`config.mk`:
```
export PLATFORM = sky130hd
export DESIGN_NAME = dbg_cmd_engine
export DESIGN_NICKNAME = d
export VERILOG_FILES = /design/src/rtl/dbg_mon_pkg.sv /design/src/rtl/dbg_cmd_parser.sv /design/src/rtl/dbg_reply_seq.sv /design/src/rtl/dbg_cmd_engine.sv
export SDC_FILE = /design/constraint.sdc
export NUM_CORES = 1
export LEC_CHECK = 0
export ABC_AREA = 0
export BUFFER_PORTS_ARGS = -buffer_cell sky130_fd_sc_hd__buf_2
export CELL_PAD_IN_SITES_DETAIL_PLACEMENT = 1
export CELL_PAD_IN_SITES_GLOBAL_PLACEMENT = 1
export CORE_MARGIN = 2
export CORE_UTILIZATION = 40
export CTS_BUF_LIST = sky130_fd_sc_hd__clkbuf_16
export DETAILED_ROUTE_END_ITERATION = 10
export PLACE_DENSITY = 0.86
export SYNTH_ARGS = -nofsm -noshare
export SYNTH_HDL_FRONTEND = slang
export SYNTH_SLANG_ARGS = --single-unit
```
`constraint.sdc`:
```
create_clock -name clk -period 3.19 [get_ports clk]
set_input_delay 0.319 -clock clk [delete_from_list [all_inputs] [get_ports clk]]
set_output_delay 0.319 -clock clk [all_outputs]
set_load 0.01 [all_outputs]
```
`src/rtl/dbg_mon_pkg.sv`:
```
package dbg_mon_pkg;

  typedef enum logic [1:0] {
    CMD_MEM  = 2'd0,
    CMD_REGS = 2'd1,
    CMD_ERR  = 2'd2
  } cmd_kind_e;

  localparam logic [7:0] CH_LF    = 8'h0A;
  localparam logic [7:0] CH_CR    = 8'h0D;
  localparam logic [7:0] CH_SPACE = 8'h20;
  localparam logic [7:0] CH_COMMA = 8'h2C;
  localparam logic [7:0] CH_ERR   = 8'h45;
  localparam logic [7:0] CH_MEMC  = 8'h6D;
  localparam logic [7:0] CH_REGC  = 8'h67;

  function automatic logic [7:0] nib_to_ascii(input logic [3:0] n);
    return (n < 4'd10) ? (8'h30 + {4'h0, n}) : (8'h37 + {4'h0, n});
  endfunction

  function automatic logic is_hex_char(input logic [7:0] c);
    return ((c >= 8'h30) && (c <= 8'h39)) ||
           ((c >= 8'h41) && (c <= 8'h46)) ||
           ((c >= 8'h61) && (c <= 8'h66));
  endfunction

  function automatic logic [3:0] hex_value(input logic [7:0] c);
    logic [7:0] t;
    if (c <= 8'h39)      t = c - 8'h30;
    else if (c <= 8'h46) t = c - 8'h37;
    else                 t = c - 8'h57;
    return t[3:0];
  endfunction

  function automatic logic is_term(input logic [7:0] c);
    return (c == CH_LF) || (c == CH_CR);
  endfunction

endpackage

```
`src/rtl/dbg_cmd_parser.sv`:
```
module dbg_cmd_parser
  import dbg_mon_pkg::*;
#(
  parameter int ADDR_W = 16,
  parameter int LEN_W  = 16
) (
  input  logic              clk,
  input  logic              rst_n,
  input  logic [7:0]        rx_data,
  input  logic              rx_valid,
  output logic              rx_ready,
  input  logic              reply_busy,
  output logic              cmd_valid,
  output cmd_kind_e         cmd_kind,
  output logic [ADDR_W-1:0] cmd_addr,
  output logic [LEN_W-1:0]  cmd_len,
  input  logic              cmd_take
);

  typedef enum logic [2:0] {
    PS_IDLE, PS_ADDR, PS_LEN, PS_REGS, PS_DISCARD, PS_HOLD
  } pstate_e;

  pstate_e           st_q, st_d;
  cmd_kind_e         kind_q, kind_d;
  logic [ADDR_W-1:0] addr_q, addr_d;
  logic [LEN_W-1:0]  len_q, len_d;
  logic              dig_q, dig_d;
  logic              rx_fire;
  logic [3:0]        hv;

  assign rx_ready = (st_q != PS_HOLD) && !reply_busy;
  assign rx_fire  = rx_valid && rx_ready;
  assign hv       = hex_value(rx_data);

  assign cmd_valid = (st_q == PS_HOLD);
  assign cmd_kind  = kind_q;
  assign cmd_addr  = addr_q;
  assign cmd_len   = len_q;

  always_comb begin
    st_d   = st_q;
    kind_d = kind_q;
    addr_d = addr_q;
    len_d  = len_q;
    dig_d  = dig_q;
    if (st_q == PS_HOLD) begin
      if (cmd_take) st_d = PS_IDLE;
    end else if (rx_fire) begin
      case (st_q)
        PS_IDLE: begin
          if (rx_data == CH_MEMC) begin
            st_d   = PS_ADDR;
            addr_d = '0;
            len_d  = '0;
            dig_d  = 1'b0;
          end else if (rx_data == CH_REGC) begin
            st_d = PS_REGS;
          end else if (!is_term(rx_data) && (rx_data != CH_SPACE)) begin
            st_d = PS_DISCARD;
          end
        end
        PS_ADDR: begin
          if (is_hex_char(rx_data)) begin
            addr_d = {addr_q[ADDR_W-5:0], hv};
            dig_d  = 1'b1;
          end else if ((rx_data == CH_COMMA) && dig_q) begin
            st_d  = PS_LEN;
            dig_d = 1'b0;
          end else if (is_term(rx_data)) begin
            st_d   = PS_HOLD;
            kind_d = CMD_ERR;
          end else if (!((rx_data == CH_SPACE) && !dig_q)) begin
            st_d = PS_DISCARD;
          end
        end
        PS_LEN: begin
          if (is_hex_char(rx_data)) begin
            len_d = {len_q[LEN_W-5:0], hv};
            dig_d = 1'b1;
          end else if (is_term(rx_data)) begin
            st_d   = PS_HOLD;
            kind_d = dig_q ? CMD_MEM : CMD_ERR;
          end else begin
            st_d = PS_DISCARD;
          end
        end
        PS_REGS: begin
          if (is_term(rx_data)) begin
            st_d   = PS_HOLD;
            kind_d = CMD_REGS;
          end else if (rx_data != CH_SPACE) begin
            st_d = PS_DISCARD;
          end
        end
        PS_DISCARD: begin
          if (is_term(rx_data)) begin
            st_d   = PS_HOLD;
            kind_d = CMD_ERR;
          end
        end
        default: st_d = PS_IDLE;
      endcase
    end
  end

  always_ff @(posedge clk or negedge rst_n) begin
    if (!rst_n) begin
      st_q   <= PS_IDLE;
      kind_q <= CMD_ERR;
      addr_q <= '0;
      len_q  <= '0;
      dig_q  <= 1'b0;
    end else begin
      st_q   <= st_d;
      kind_q <= kind_d;
      addr_q <= addr_d;
      len_q  <= len_d;
      dig_q  <= dig_d;
    end
  end

  AST_HOLD_BLOCKS_RX: assert property (@(posedge clk) disable iff (!rst_n)
    cmd_valid |-> !rx_ready);

  AST_CMD_HELD: assert property (@(posedge clk) disable iff (!rst_n)
    (cmd_valid && !cmd_take) |=> (cmd_valid && $stable(cmd_addr) && $stable(cmd_len)));

endmodule

```
`src/rtl/dbg_reply_seq.sv`:
```
module dbg_reply_seq
  import dbg_mon_pkg::*;
#(
  parameter int ADDR_W   = 16,
  parameter int LEN_W    = 16,
  parameter int DATA_W   = 8,
  parameter int REG_W    = 32,
  parameter int NUM_REGS = 8
) (
  input  logic              clk,
  input  logic              rst_n,
  input  logic              cmd_valid,
  input  cmd_kind_e         cmd_kind,
  input  logic [ADDR_W-1:0] cmd_addr,
  input  logic [LEN_W-1:0]  cmd_len,
  output logic              cmd_take,
  output logic              busy,
  output logic              mem_rd,
  output logic [ADDR_W-1:0] mem_addr,
  input  logic [DATA_W-1:0] mem_rdata,
  output logic              reg_rd,
  output logic [((NUM_REGS > 1) ? $clog2(NUM_REGS) : 1)-1:0] reg_idx,
  input  logic [REG_W-1:0]  reg_rdata,
  output logic [7:0]        tx_data,
  output logic              tx_valid,
  input  logic              tx_ready
);

  localparam int IDX_W   = (NUM_REGS > 1) ? $clog2(NUM_REGS) : 1;
  localparam int SH_W    = (DATA_W > REG_W) ? DATA_W : REG_W;
  localparam int NIB_W   = $clog2(SH_W / 4 + 1);
  localparam int MEM_NIB = DATA_W / 4;
  localparam int REG_NIB = REG_W / 4;

  typedef enum logic [2:0] {
    RS_IDLE, RS_ISSUE, RS_CAPT, RS_SEND, RS_ERR, RS_END
  } rstate_e;

  rstate_e           st_q, st_d;
  logic              isreg_q, isreg_d;
  logic [ADDR_W-1:0] ptr_q, ptr_d;
  logic [LEN_W-1:0]  left_q, left_d;
  logic [SH_W-1:0]   sh_q, sh_d;
  logic [NIB_W-1:0]  nib_q, nib_d;

  assign busy     = (st_q != RS_IDLE);
  assign cmd_take = cmd_valid && (st_q == RS_IDLE);
  assign mem_addr = ptr_q;
  assign reg_idx  = ptr_q[IDX_W-1:0];

  always_comb begin
    st_d     = st_q;
    isreg_d  = isreg_q;
    ptr_d    = ptr_q;
    left_d   = left_q;
    sh_d     = sh_q;
    nib_d    = nib_q;
    mem_rd   = 1'b0;
    reg_rd   = 1'b0;
    tx_valid = 1'b0;
    tx_data  = 8'h00;
    case (st_q)
      RS_IDLE: begin
        if (cmd_take) begin
          case (cmd_kind)
            CMD_MEM: begin
              isreg_d = 1'b0;
              ptr_d   = cmd_addr;
              left_d  = cmd_len;
              st_d    = (cmd_len == '0) ? RS_END : RS_ISSUE;
            end
            CMD_REGS: begin
              isreg_d = 1'b1;
              ptr_d   = '0;
              left_d  = LEN_W'(NUM_REGS);
              st_d    = RS_ISSUE;
            end
            default: st_d = RS_ERR;
          endcase
        end
      end
      RS_ISSUE: begin
        mem_rd = !isreg_q;
        reg_rd = isreg_q;
        st_d   = RS_CAPT;
      end
      RS_CAPT: begin
        if (isreg_q) begin
          sh_d  = SH_W'(reg_rdata) << (SH_W - REG_W);
          nib_d = NIB_W'(REG_NIB);
        end else begin
          sh_d  = SH_W'(mem_rdata) << (SH_W - DATA_W);
          nib_d = NIB_W'(MEM_NIB);
        end
        st_d = RS_SEND;
      end
      RS_SEND: begin
        tx_valid = 1'b1;
        tx_data  = nib_to_ascii(sh_q[SH_W-1 -: 4]);
        if (tx_ready) begin
          sh_d  = sh_q << 4;
          nib_d = nib_q - 1'b1;
          if (nib_q == NIB_W'(1)) begin
            left_d = left_q - 1'b1;
            ptr_d  = ptr_q + 1'b1;
            st_d   = (left_q == LEN_W'(1)) ? RS_END : RS_ISSUE;
          end
        end
      end
      RS_ERR: begin
        tx_valid = 1'b1;
        tx_data  = CH_ERR;
        if (tx_ready) st_d = RS_END;
      end
      RS_END: begin
        tx_valid = 1'b1;
        tx_data  = CH_LF;
        if (tx_ready) st_d = RS_IDLE;
      end
      default: st_d = RS_IDLE;
    endcase
  end

  always_ff @(posedge clk or negedge rst_n) begin
    if (!rst_n) begin
      st_q    <= RS_IDLE;
      isreg_q <= 1'b0;
      ptr_q   <= '0;
      left_q  <= '0;
      sh_q    <= '0;
      nib_q   <= '0;
    end else begin
      st_q    <= st_d;
      isreg_q <= isreg_d;
      ptr_q   <= ptr_d;
      left_q  <= left_d;
      sh_q    <= sh_d;
      nib_q   <= nib_d;
    end
  end

  AST_TX_STEADY: assert property (@(posedge clk) disable iff (!rst_n)
    (tx_valid && !tx_ready) |=> (tx_valid && $stable(tx_data)));

  AST_READ_THEN_WAIT: assert property (@(posedge clk) disable iff (!rst_n)
    (mem_rd || reg_rd) |=> (!mem_rd && !reg_rd && !tx_valid));

  AST_NO_READ_WHILE_TX: assert property (@(posedge clk) disable iff (!rst_n)
    tx_valid |-> (!mem_rd && !reg_rd));

  AST_ONE_PORT: assert property (@(posedge clk) disable iff (!rst_n)
    !(mem_rd && reg_rd));

  AST_TX_CHARSET: assert property (@(posedge clk) disable iff (!rst_n)
    tx_valid |-> (((tx_data >= 8'h30) && (tx_data <= 8'h39)) ||
                  ((tx_data >= 8'h41) && (tx_data <= 8'h46)) ||
                  (tx_data == CH_LF)));

  AST_IDX_RANGE: assert property (@(posedge clk) disable iff (!rst_n)
    reg_rd |-> (32'(reg_idx) < NUM_REGS));

endmodule

```
`src/rtl/dbg_cmd_engine.sv`:
```
module dbg_cmd_engine
  import dbg_mon_pkg::*;
#(
  parameter int ADDR_W   = 16,
  parameter int LEN_W    = 16,
  parameter int DATA_W   = 8,
  parameter int REG_W    = 32,
  parameter int NUM_REGS = 8
) (
  input  logic              clk,
  input  logic              rst_n,
  input  logic [7:0]        rx_data,
  input  logic              rx_valid,
  output logic              rx_ready,
  output logic [7:0]        tx_data,
  output logic              tx_valid,
  input  logic              tx_ready,
  output logic              mem_rd,
  output logic [ADDR_W-1:0] mem_addr,
  input  logic [DATA_W-1:0] mem_rdata,
  output logic              reg_rd,
  output logic [((NUM_REGS > 1) ? $clog2(NUM_REGS) : 1)-1:0] reg_idx,
  input  logic [REG_W-1:0]  reg_rdata
);

  logic [1:0]        rst_sync_q;
  logic              rst_n_i;
  logic              cmd_valid;
  cmd_kind_e         cmd_kind;
  logic [ADDR_W-1:0] cmd_addr;
  logic [LEN_W-1:0]  cmd_len;
  logic              cmd_take;
  logic              reply_busy;

  always_ff @(posedge clk or negedge rst_n) begin
    if (!rst_n) rst_sync_q <= 2'b00;
    else        rst_sync_q <= {rst_sync_q[0], 1'b1};
  end
  assign rst_n_i = rst_sync_q[1];

  dbg_cmd_parser #(
    .ADDR_W (ADDR_W),
    .LEN_W  (LEN_W)
  ) u_parser (
    .clk        (clk),
    .rst_n      (rst_n_i),
    .rx_data    (rx_data),
    .rx_valid   (rx_valid),
    .rx_ready   (rx_ready),
    .reply_busy (reply_busy),
    .cmd_valid  (cmd_valid),
    .cmd_kind   (cmd_kind),
    .cmd_addr   (cmd_addr),
    .cmd_len    (cmd_len),
    .cmd_take   (cmd_take)
  );

  dbg_reply_seq #(
    .ADDR_W   (ADDR_W),
    .LEN_W    (LEN_W),
    .DATA_W   (DATA_W),
    .REG_W    (REG_W),
    .NUM_REGS (NUM_REGS)
  ) u_reply (
    .clk       (clk),
    .rst_n     (rst_n_i),
    .cmd_valid (cmd_valid),
    .cmd_kind  (cmd_kind),
    .cmd_addr  (cmd_addr),
    .cmd_len   (cmd_len),
    .cmd_take  (cmd_take),
    .busy      (reply_busy),
    .mem_rd    (mem_rd),
    .mem_addr  (mem_addr),
    .mem_rdata (mem_rdata),
    .reg_rd    (reg_rd),
    .reg_idx   (reg_idx),
    .reg_rdata (reg_rdata),
    .tx_data   (tx_data),
    .tx_valid  (tx_valid),
    .tx_ready  (tx_ready)
  );

  AST_BUSY_BLOCKS_RX: assert property (@(posedge clk) disable iff (!rst_n_i)
    tx_valid |-> !rx_ready);

endmodule

```
==> results.txt, run 1 <==
status = finished, final reports clean
initial standard-cell utilization of the core = 40.8%
max-slew headroom at the worst pin = 22.6%
worst skew pair latency = 370 ps
setup repair after global routing missed its margin = no
Clock H-tree levels = 3
areal power density over the cells = 737 nW/um2
number of remaining DRC errors = 0
floorplan row count = 45
CTS Buf Count = 9
number of instances resized during post-cts repair = 0
Maximum Capacitance Violations = 0
number of slew-limit violations in the final report = 0
number of nets in the finished design = 824
area of the core = 15100 um2
DIE WIDTH = 128 um
sequential fraction of the synthesis area = 45.4%
# clock sinks = 112
number of warnings printed during yosys synthesis = 0
Detailed Route Iter0 Violations = 459
Seq cells post-synth = 112
predominant post-synthesis flop cell = sky130_fd_sc_hd__dfrtp_1
Worst Path Max Fanout = 14
area growth from synthesis to layout = 13.7%
gate count of the mapped netlist = 707
Required @ worst endpoint = 3500 ps
diode insertion count for antenna repair = 0
HPWL reported at the end of detailed placement = 13.2 mm
Initial DRT Pass Iterations = 6
proportion of synthesized flip-flops having asynchronous set or reset = 100%
count of port buffers added during placement = 81
number of hold violations in the final report = 0
number of enable flip-flop cells after synthesis = 0
global route total overflow = 0
Post-Syn Nets = 769
slew of the pin with the lowest slew margin = 1150 ps
Final Skew = 10.0 ps
routed length per placed instance = 19.4 um
crit start category = flip-flop
Pleak = 3.20 nW
overall fraction of global-route tracks in use = 23.2%
Longest Clk Path Bufs = 2
Hold WC Path Type = input port to flip-flop
CTS tree = done
initial antenna violation count = 0
pin count of the biggest net entering global routing = 85
Die Footprint = 16500 um2
upper clock frequency limit = 402 MHz
via count of the first global-routing pass = 6062
Post-Synthesis Cell Area = 6180 um2
global-route wire length before repair = 30.6 mm
I/O pin count = 83
post-layout minimum cycle time = 2490 ps
cell area after placement = 6720 um2
setup repair bufs after CTS = 0
Final ANT Viol Nets = 0
Final setup violation count = 0
cell chosen for the clock root = sky130_fd_sc_hd__clkbuf_16
accumulated negative setup slack = 0 ps
part of the cycle the worst path needs = 77.9%
die extent in y = 128 um
arrival time of data at the critical path endpoint = 2800 ps
peak supply drop = 0.311 mV
WL final = 18.5 mm
clock slew at reported path FFs = 80 ps
gp weighted congestion = 0.872
Design Area, Final = 7030 um2
vias = 5726
drt via density = 6.00
Setup Crit Path Kind = flip-flop to flip-flop
share of cells above drive strength 1 = 17.2%
synth unique cells = 67
number of fill cells in the layout = 1790
nature of the critical path endpoint = flip-flop
mean instance size in the synthesized netlist = 8.74 um2
layer usage:
| metal | up-vias | share of wire [%] | global-route usage [%] |
|---|---|---|---|
| met1 | 2885 | 42 | 28.3 |
| met5 | - | 0 | 0 |
| met3 | 28 | 4.0 | 5.05 |
| li1 | 2679 | - | - |
| met2 | 134 | 52 | 41.1 |
| met4 | 0 | 2.1 | 7.24 |
metrics by stage:
| step | std cells | total power (W) | worst slack [ps] | hold slack, ps | util (%) |
|---|---|---|---|---|---|
| after global routing | 955 | 0.00553 | 484 | 164 | 46.4 |
| after CTS | 955 | 0.00520 | 725 | 164 | 46.4 |
| after global placement | 938 | 0.00386 | 877 | 105 | 44.4 |
| after detailed placement | 938 | 0.00402 | 741 | 105 | 44.4 |
| final | 955 | 0.00518 | 703 | 178 | 46.4 |
| after floorplan | 707 | 0.00335 | 1070 | 23.4 | - |
layout make-up:
cell class                      count  area, um2  area share, %
Clock inverter                      7       70.1          0.997
Timing Repair Buffer               94        505           7.19
Clock buffer                        9        225           3.20
Multi-Input combinational cell    507       3040           43.3
Inverter                           38        143           2.03
Sequential cell                   112       2810           40.0
Tap cell                          188        235           3.35
cell families after synthesis:
logic type	count (synthesis)	synth area share (%)
AO/OA/AOI/OAI	223	24.1
XOR/XNOR	6	0.850
adder cells (fa/ha/maj)	10	2.02
buffers and inverters	88	5.83
flip-flops	112	45.4
multiplexers	15	2.51
other	2	0.121
AND/OR/NAND/NOR	251	19.2
synth_stat cells (all sizes together) (3+ instances only):
| library cell | instances | area share [%] |
|---|---|---|
| or3 | 5 | 0.51 |
| clkbuf | 37 | 2.2 |
| nand3 | 27 | 2.2 |
| o22ai | 5 | 0.51 |
| xnor2 | 5 | 0.71 |
| o21ai | 70 | 5.7 |
| nor2b | 5 | 0.51 |
| a222oi | 20 | 3.2 |
| inv | 37 | 2.2 |
| nand2b | 7 | 0.71 |
| a32oi | 3 | 0.43 |
| mux2 | 4 | 0.73 |
| a22o | 5 | 0.71 |
| o21a | 4 | 0.49 |
| ha | 10 | 2.0 |
| and2 | 5 | 0.51 |
| a31oi | 15 | 1.5 |
| nand4 | 3 | 0.30 |
| o31ai | 16 | 1.9 |
| a22oi | 4 | 0.71 |
| and3 | 6 | 0.61 |
| nand2 | 106 | 6.4 |
| buf | 13 | 1.3 |
| nor4 | 14 | 1.4 |
| o211ai | 3 | 0.36 |
| mux2i | 11 | 1.8 |
| nor2 | 39 | 2.4 |
| a21oi | 49 | 4.0 |
| dfrtp | 111 | 45 |
| nand3b | 3 | 0.36 |
| nor3 | 18 | 1.5 |
| a2bb2oi | 3 | 0.43 |
| o2bb2ai | 8 | 1.1 |
worst max-delay path: stages, from the launching register on:
cell                      delay, ps
sky130_fd_sc_hd__dfrtp_1        530
sky130_fd_sc_hd__nor3_1         460
sky130_fd_sc_hd__nand3_1        170
sky130_fd_sc_hd__a21oi_1        450
sky130_fd_sc_hd__o311a_1        570
sky130_fd_sc_hd__nand3_1        160
sky130_fd_sc_hd__nand2_1         90
what timing repair did:
item                       in CTS  in global routing
hold endpoints to repair        2                  0
setup endpoints to repair       0                  0
hold buffers                    1                  0
placed cells by master (no fill, tap or decap), types with 8 or more instances in the layout:
master	synthesis	routed
sky130_fd_sc_hd__dfrtp_1	111	110
sky130_fd_sc_hd__nor3_1	18	18
sky130_fd_sc_hd__a222oi_1	20	20
sky130_fd_sc_hd__mux2i_1	11	11
sky130_fd_sc_hd__buf_2	6	81
sky130_fd_sc_hd__o31ai_1	16	16
sky130_fd_sc_hd__nor2_1	39	37
sky130_fd_sc_hd__a21oi_1	49	49
sky130_fd_sc_hd__nand3_1	27	27
sky130_fd_sc_hd__o2bb2ai_1	8	8
sky130_fd_sc_hd__inv_1	36	36
sky130_fd_sc_hd__o21ai_0	68	68
sky130_fd_sc_hd__buf_4	4	12
sky130_fd_sc_hd__nor4_1	14	14
sky130_fd_sc_hd__a31oi_1	15	15
sky130_fd_sc_hd__ha_1	10	10
sky130_fd_sc_hd__nand2_1	106	106
sky130_fd_sc_hd__clkbuf_16	0	9
worst paths after layout:
path | from | to | slack, ps | depth (start not counted)
hold reg to reg | rst_sync_q[0]$_DFF_PN0_ | rst_sync_q[1]$_DFF_PN0_ | 360 | 0
max in group asynchronous | rst_sync_q[1]$_DFF_PN0_ | u_reply.sh_q[28]$_DFFE_PN0P_ | 1800 | 1
min in group asynchronous | rst_n | rst_sync_q[1]$_DFF_PN0_ | 250 | 2
hold / removal | reg_rdata[3] | u_reply.sh_q[3]$_DFFE_PN0P_ | 180 | 2
setup / recovery | u_reply.st_q[2]$_DFFE_PN0P_ | u_parser.cmd_addr[12]$_DFFE_PN0P_ | 700 | 6
setup reg to reg | u_reply.st_q[2]$_DFFE_PN0P_ | u_parser.cmd_addr[12]$_DFFE_PN0P_ | 700 | 6
registers in the layout, indices dropped and copies added (netlist names), 3 cells and up:
register           count
u_reply.nib_q          4
u_parser.cmd_len      16
u_reply.mem_addr      16
u_parser.st_q          3
u_parser.cmd_addr     16
u_reply.left_q        16
u_reply.sh_q          32
u_reply.st_q           3
where the power goes:
part	switching, W	leakage (nW)	internal (W)
combinational	0.00129	1.57	0.000687
sequential	0.000372	1.49	0.00167
clock	0.000549	0.148	0.000612
No activity file was read; power rests on OpenSTA's default activity.
==> run 2, diff against run 1 <==
Settings changed: CORE_UTILIZATION 40 to 44, PLACE_DENSITY 0.86 to 0.89.
Clock period 3.19 ns to 2.35 ns, I/O delays scaled along.
==> run 2 against run 1 <==
Effect of this change:
- register-to-register slack worse by 520 ps
- cell area is 2.1% higher
- first-iteration DRC count is 15% lower
- core utilization is 5.5 points higher
- non-clock buffer count is 14 higher
- total power is 37% higher
- sequential share of layout area is 0.81 points lower
- worst setup slack worse by 520 ps
- hold slack worse by 86 ps
- count of clock-buffer cells in the layout stayed put
- cell count is 0.63% higher
==> results.txt, run 2 (synthesized netlist as in run 1, its figures left out) <==
upper clock frequency limit = 461 MHz (was 402 MHz)
kind of cell adding the most delay to the critical path = compound AO/OA/AOI/OAI gates (unchanged)
register name with the most flops = u_reply.sh_q (unchanged)
Setup Crit Path Kind = flip-flop to flip-flop (unchanged)
count of port buffers added during placement = 81 (unchanged)
# clock sinks = 112 (unchanged)
part of the cycle the worst path needs = 92.3% (was 77.9%)
Clock H-tree levels = 3 (unchanged)
number of flip-flops in the largest register = 32 (unchanged)
leading cell types in the layout, fill and taps excluded = 109 x sky130_fd_sc_hd__dfrtp_1, 106 x sky130_fd_sc_hd__nand2_1, 81 x sky130_fd_sc_hd__buf_2 (was 110 x sky130_fd_sc_hd__dfrtp_1, 106 x sky130_fd_sc_hd__nand2_1, 81 x sky130_fd_sc_hd__buf_2)
launch point of the worst reg-to-reg path = u_reply.st_q[1]$_DFFE_PN0P_ (was u_reply.st_q[2]$_DFFE_PN0P_)
share of power burned in the clock network = 21.2% (was 22.4%)
internal cell power = 0.00407 W (was 0.00297 W)
number of slew-limit violations in the final report = 0 (unchanged)
Detailed Route Iter0 Violations = 388 (was 459)
commonest non-fill, non-tap cell in the layout = sky130_fd_sc_hd__dfrtp_1 (unchanged)
cell chosen for the clock root = sky130_fd_sc_hd__clkbuf_16 (unchanged)
max-slew headroom at the worst pin = 56.0% (was 22.6%)
net switching power of the design = 0.00302 W (was 0.00221 W)
worst skew pair latency = 370 ps (about the same)
Crit-path slowest cell = sky130_fd_sc_hd__dfrtp_1 (was sky130_fd_sc_hd__o311a_1)
vias = 5845 (was 5726)
net switching fraction of the power = 42.6% (was 42.7%)
Design Area, Final = 7180 um2 (was 7030 um2)
number of remaining DRC errors = 0 (unchanged)
setup repair after global routing missed its margin = no (unchanged)
launching element of the worst setup path = u_reply.st_q[1]$_DFFE_PN0P_ (was u_reply.st_q[2]$_DFFE_PN0P_)
Longest Clk Path Bufs = 2 (unchanged)
nature of the critical path endpoint = flip-flop (unchanged)
diode insertion count for antenna repair = 0 (unchanged)
fraction of power consumed by combinational cells = 40.8% (was 38.2%)
die extent in y = 123 um (was 128 um)
peak supply drop = 0.523 mV (was 0.311 mV)
arrival time of data at the critical path endpoint = 2440 ps (was 2800 ps)
Die Footprint = 15000 um2 (was 16500 um2)
area taken by flip-flops and latches = 2810 um2 (about the same)
status = finished, final reports clean (unchanged)
CP max stage delay = 510 ps (was 570 ps)
DIE WIDTH = 123 um (was 128 um)
Pleak = 3.28 nW (was 3.20 nW)
overall fraction of global-route tracks in use = 26.0% (was 23.2%)
global-route wire length before repair = 30.6 mm (about the same)
r2r worst-path depth = 6 (unchanged)
Initial DRT Pass Iterations = 5 (was 6)
post-layout minimum cycle time = 2170 ps (was 2490 ps)
Levels on crit path = 6 (unchanged)
I/O pin count = 83 (unchanged)
initial standard-cell utilization of the core = 44.7% (was 40.8%)
accumulated negative setup slack = 0 ps (unchanged)
area of the core = 13800 um2 (was 15100 um2)
HPWL reported at the end of detailed placement = 13.4 mm (was 13.2 mm)
routed length per placed instance = 19.5 um (was 19.4 um)
relative contribution of sequential cells to total power = 38.0% (was 39.5%)
setup repair bufs after CTS = 0 (unchanged)
Maximum Capacitance Violations = 0 (unchanged)
initial antenna violation count = 0 (unchanged)
WL final = 18.8 mm (was 18.5 mm)
CTS Buf Count = 9 (unchanged)
Hold WC Path Type = input port to flip-flop (unchanged)
critical path, cell by cell = nor3_2 -> nand3_1 -> a21oi_1 -> o311ai_2 -> buf_12 -> o31ai_1 (was nor3_1 -> nand3_1 -> a21oi_1 -> o311a_1 -> nand3_1 -> nand2_1)
number of cells on the worst hold path = 2 (unchanged)
Final setup violation count = 0 (unchanged)
number of nets in the finished design = 838 (was 824)
area growth from synthesis to layout = 16.1% (was 13.7%)
Required @ worst endpoint = 2620 ps (was 3500 ps)
global route total overflow = 0 (unchanged)
combined area of the multi-input logic cells = 3060 um2 (was 3040 um2)
HP Start = reg_rdata[2] (was reg_rdata[3])
floorplan row count = 43 (was 45)
drt via density = 6.08 (was 6.00)
clock slew at reported path FFs = 80 ps (about the same)
CTS tree = done (unchanged)
cell area after placement = 6870 um2 (was 6720 um2)
Final Skew = 11.1 ps (was 10.0 ps)
slew of the pin with the lowest slew margin = 660 ps (was 1150 ps)
Final ANT Viol Nets = 0 (unchanged)
pin count of the biggest net entering global routing = 63 (was 85)
via count of the first global-routing pass = 6088 (was 6062)
crit start category = flip-flop (unchanged)
gp weighted congestion = 0.852 (was 0.872)
areal power density over the cells = 987 nW/um2 (was 737 nW/um2)
number of fill cells in the layout = 1622 (was 1790)
number of hold violations in the final report = 0 (unchanged)
share of cells above drive strength 1 = 19.3% (was 17.2%)
Worst Path Max Fanout = 32 (was 14)
Crit path buffers/inverters = 1 (was 0)
==> run 2: worst reg2reg max path, delay by kind of cell (launching register included) <==
kind / cells / cell delay, ps
simple gates: 2 / 430
compound gates: 3 / 920
flops: 1 / 510
buf+inv: 1 / 220
==> run 2: stage by stage <==
| step | util, % | worst slack (ps) | hold WS (ps) | std cells | power [W] |
|---|---|---|---|---|---|
| floorplan | - | 312 | -60.6 | 707 | 0.00455 |
| global placement | 49.7 | 115 | 23.1 | 944 | 0.00538 |
| detailed placement | 49.7 | 22.2 | 23.3 | 944 | 0.00556 |
| CTS | 51.8 | 23.3 | 88.7 | 961 | 0.00708 |
| global route | 51.9 | 10.7 | 83.8 | 961 | 0.00758 |
| finish | 51.9 | 182 | 92.2 | 961 | 0.00708 |
==> run 2: worst paths after layout <==
path	to	slack [ps]
worst max-delay path	u_parser.cmd_len[0]$_DFFE_PN0P_	180
worst min-delay path	u_reply.sh_q[2]$_DFFE_PN0P_	90
worst max register to register	u_parser.cmd_len[0]$_DFFE_PN0P_	180
worst min register to register	u_reply.st_q[2]$_DFFE_PN0P_	230
max in group asynchronous	u_reply.sh_q[29]$_DFFE_PN0P_	1380
min in group asynchronous	rst_sync_q[1]$_DFF_PN0_	180
==> run 2: area by class of cell <==
class | count | area share (%)
Clock buffer | 9 | 3.14
Clock inverter | 7 | 0.750
Inverter | 38 | 2.04
Multi-Input combinational cell | 507 | 42.6
Sequential cell | 112 | 39.1
Tap cell | 180 | 3.14
Timing Repair Buffer | 108 | 9.21
==> run 2: what timing repair did <==
item / in CTS / in global routing
hold buffers: 1 / 0
pin swaps: 0 / 0
hold endpoints to repair: 2 / 0
cloned: 0 / 0
gates resized for setup: 1 / 5
setup endpoints to repair: 2 / 48
==> run 2: routing by layer <==
metal  global-route usage [%]  part of all wire [%]
met1                     31.0                    42
met2                     44.6                    51
met3                     6.37                   4.3
met4                     10.8                   3.3
met5                        0                     0
==> run 2: power groups by stage <==
stage	Clock, W	Combinational [W]	Sequential, W
after floorplan	0	0.00191	0.00263
after global placement	0	0.00270	0.00268
after detailed placement	0	0.00284	0.00271
after CTS	0.00153	0.00287	0.00268
after global routing	0.00160	0.00324	0.00275
final	0.00150	0.00289	0.00269
==> run 3, diff against run 2 <==
Settings changed: CELL_PAD_IN_SITES_DETAIL_PLACEMENT 1 to 0.
==> run 3 against run 2 <==
Effect of this change:
- via count shrank 3.2%
- non-clock buffer count is the same
- clock skew shrank 3.0 ps
- critical path depth is the same
- global-route usage shrank 3.4 points
- count of clock-buffer cells in the layout is the same
- wire length shrank 14%
- first-iteration DRC count grew 19%
- flip-flop and latch count is the same
- sequential power is essentially flat
- fmax grew 2.5%
- worst setup slack gained 52 ps
- largest cell class unchanged
- largest power group unchanged
==> results.txt, run 3 (synthesized netlist as in run 1, its figures left out) <==
number of remaining DRC errors = 0 (unchanged)
setup repair bufs after CTS = 0 (unchanged)
global-route wire length before repair = 26.8 mm (was 30.6 mm)
initial standard-cell utilization of the core = 44.7% (unchanged)
Hold WC Path Type = input port to flip-flop (unchanged)
initial antenna violation count = 0 (unchanged)
Crit path buffers/inverters = 1 (unchanged)
areal power density over the cells = 988 nW/um2 (was 987 nW/um2)
DIE WIDTH = 123 um (unchanged)
max-slew headroom at the worst pin = 55.4% (was 56.0%)
Clock H-tree levels = 3 (unchanged)
Die Footprint = 15000 um2 (unchanged)
status = finished, final reports clean (unchanged)
number of flip-flops in the largest register = 32 (unchanged)
area of the core = 13800 um2 (unchanged)
number of nets in the finished design = 838 (unchanged)
critical path, cell by cell = nor3_2 -> nand3_1 -> a21oi_1 -> o311ai_2 -> buf_12 -> o31ai_1 (unchanged)
Final Skew = 8.08 ps (was 11.1 ps)
upper clock frequency limit = 473 MHz (was 461 MHz)
Required @ worst endpoint = 2610 ps (was 2620 ps)
cell chosen for the clock root = sky130_fd_sc_hd__clkbuf_16 (unchanged)
pin count of the biggest net entering global routing = 63 (unchanged)
die extent in y = 123 um (unchanged)
Longest Clk Path Bufs = 2 (unchanged)
HPWL reported at the end of detailed placement = 11.6 mm (was 13.4 mm)
setup repair after global routing missed its margin = no (unchanged)
peak supply drop = 0.638 mV (was 0.523 mV)
amount of wire on met2 after detailed routing = 7.85 mm (was 9.55 mm)
Maximum Capacitance Violations = 0 (unchanged)
number of slew-limit violations in the final report = 0 (unchanged)
via count of the first global-routing pass = 5364 (was 6088)
share of cells above drive strength 1 = 19.0% (was 19.3%)
post-layout minimum cycle time = 2120 ps (was 2170 ps)
Pleak = 3.30 nW (was 3.28 nW)
# clock sinks = 112 (unchanged)
diode insertion count for antenna repair = 0 (unchanged)
M1 WL = 7.02 mm (was 7.80 mm)
Setup Crit Path Kind = flip-flop to flip-flop (unchanged)
global route total overflow = 0 (unchanged)
CP max stage delay = 510 ps (about the same)
overall fraction of global-route tracks in use = 22.5% (was 26.0%)
Total Power Consumption = 0.00712 W (was 0.00708 W)
gp weighted congestion = 0.852 (unchanged)
Initial DRT Pass Iterations = 6 (was 5)
Detailed Route Iter0 Violations = 460 (was 388)
commonest non-fill, non-tap cell in the layout = sky130_fd_sc_hd__dfrtp_1 (unchanged)
leading cell types in the layout, fill and taps excluded = 110 x sky130_fd_sc_hd__dfrtp_1, 106 x sky130_fd_sc_hd__nand2_1, 81 x sky130_fd_sc_hd__buf_2 (was 109 x sky130_fd_sc_hd__dfrtp_1, 106 x sky130_fd_sc_hd__nand2_1, 81 x sky130_fd_sc_hd__buf_2)
floorplan row count = 43 (unchanged)
Crit-path slowest cell = sky130_fd_sc_hd__dfrtp_1 (unchanged)
register name with the most flops = u_reply.sh_q (unchanged)
worst skew pair latency = 360 ps (was 370 ps)
highest metal used = met4 (unchanged)
drt via density = 5.89 (was 6.08)
DR WL met3 = 863 um (was 809 um)
CTS tree = done (unchanged)
routed length per placed instance = 16.9 um (was 19.5 um)
part of the cycle the worst path needs = 90.0% (was 92.3%)
kind of cell adding the most delay to the critical path = compound AO/OA/AOI/OAI gates (unchanged)
Final setup violation count = 0 (unchanged)
CTS Buf Count = 9 (unchanged)
reg-to-reg setup timing slack = 230 ps (was 180 ps)
accumulated negative setup slack = 0 ps (unchanged)
number of hold violations in the final report = 0 (unchanged)
vias = 5657 (was 5845)
slew of the pin with the lowest slew margin = 670 ps (was 660 ps)
I/O pin count = 83 (unchanged)
area growth from synthesis to layout = 16.6% (was 16.1%)
count of port buffers added during placement = 81 (unchanged)
clock slew at reported path FFs = 70 ps (was 80 ps)
Worst Path Max Fanout = 32 (unchanged)
WL final = 16.2 mm (was 18.8 mm)
arrival time of data at the critical path endpoint = 2370 ps (was 2440 ps)
Final ANT Viol Nets = 0 (unchanged)
nature of the critical path endpoint = flip-flop (unchanged)
crit start category = flip-flop (unchanged)
Finished Core Util = 52.1% (was 51.9%)
[run 3: changes by cell type in the layout (fill, tap and decap cells not counted)]
cell	before	now
sky130_fd_sc_hd__nor4_2	1	0
sky130_fd_sc_hd__clkinv_4	2	0
sky130_fd_sc_hd__clkinvlp_4	2	1
sky130_fd_sc_hd__inv_6	1	2
sky130_fd_sc_hd__inv_1	36	37
sky130_fd_sc_hd__dfrtp_2	1	0
sky130_fd_sc_hd__nor4_1	13	14
sky130_fd_sc_hd__dfrtp_1	109	110
sky130_fd_sc_hd__inv_8	1	0
sky130_fd_sc_hd__bufinv_16	0	2
[run 3: path summary, 6_finish.rpt]
kind,cells after the start,from,endpoint
worst max-delay path,6,u_reply.st_q[1]$_DFFE_PN0P_,u_parser.cmd_len[15]$_DFFE_PN0P_
worst min-delay path,2,reg_rdata[0],u_reply.sh_q[0]$_DFFE_PN0P_
worst max register to register,6,u_reply.st_q[1]$_DFFE_PN0P_,u_parser.cmd_len[15]$_DFFE_PN0P_
worst min register to register,0,rst_sync_q[1]$_DFF_PN0_,u_reply.st_q[2]$_DFFE_PN0P_
max in group asynchronous,1,rst_sync_q[1]$_DFF_PN0_,u_reply.sh_q[26]$_DFFE_PN0P_
min in group asynchronous,2,rst_n,rst_sync_q[1]$_DFF_PN0_
[run 3: routing by layer]
layer / GRT usage (%) / up-vias
met3: 5.44 / 34
met1: 28.8 / 2738
met4: 8.26 / 0
met5: 0 / -
li1: - / 2705
met2: 37.0 / 180
[run 3: where the power goes]
| part | switching, W | total [W] | internal [W] |
|---|---|---|---|
| Clock | 0.000735 | 0.00167 | 0.000937 |
| Sequential | 0.000398 | 0.00267 | 0.00227 |
| Combinational | 0.00172 | 0.00278 | 0.00106 |
[run 3: area by class of cell]
type / count / area (um2)
Clock buffer: 9 / 225
Clock inverter: 7 / 93.8
Fill cell: 1255 / 6620
Inverter: 38 / 143
Multi-Input combinational cell: 507 / 3050
Sequential cell: 112 / 2810
Tap cell: 180 / 225
Timing Repair Buffer: 108 / 661
[run 3: stage by stage]
stage / hold WS [ps] / cells / area, um2 / setup slack, ps
finish: 96.8 / 961 / 7210 / 234
global route: 95.5 / 961 / 7210 / 39.1
CTS: 85.7 / 961 / 7200 / 97.3
detailed placement: 24.2 / 944 / 6870 / 19.8
global placement: 23.1 / 944 / 6870 / 115
floorplan: -60.6 / 707 / 6180 / 312
[run 3: what timing repair did]
action / in CTS / in global routing
endpoints found under the setup margin: 1 / 20
hold endpoints to repair: 2 / 0
gates resized for setup: 1 / 2
cloned: 0 / 0
hold buffers: 1 / 0
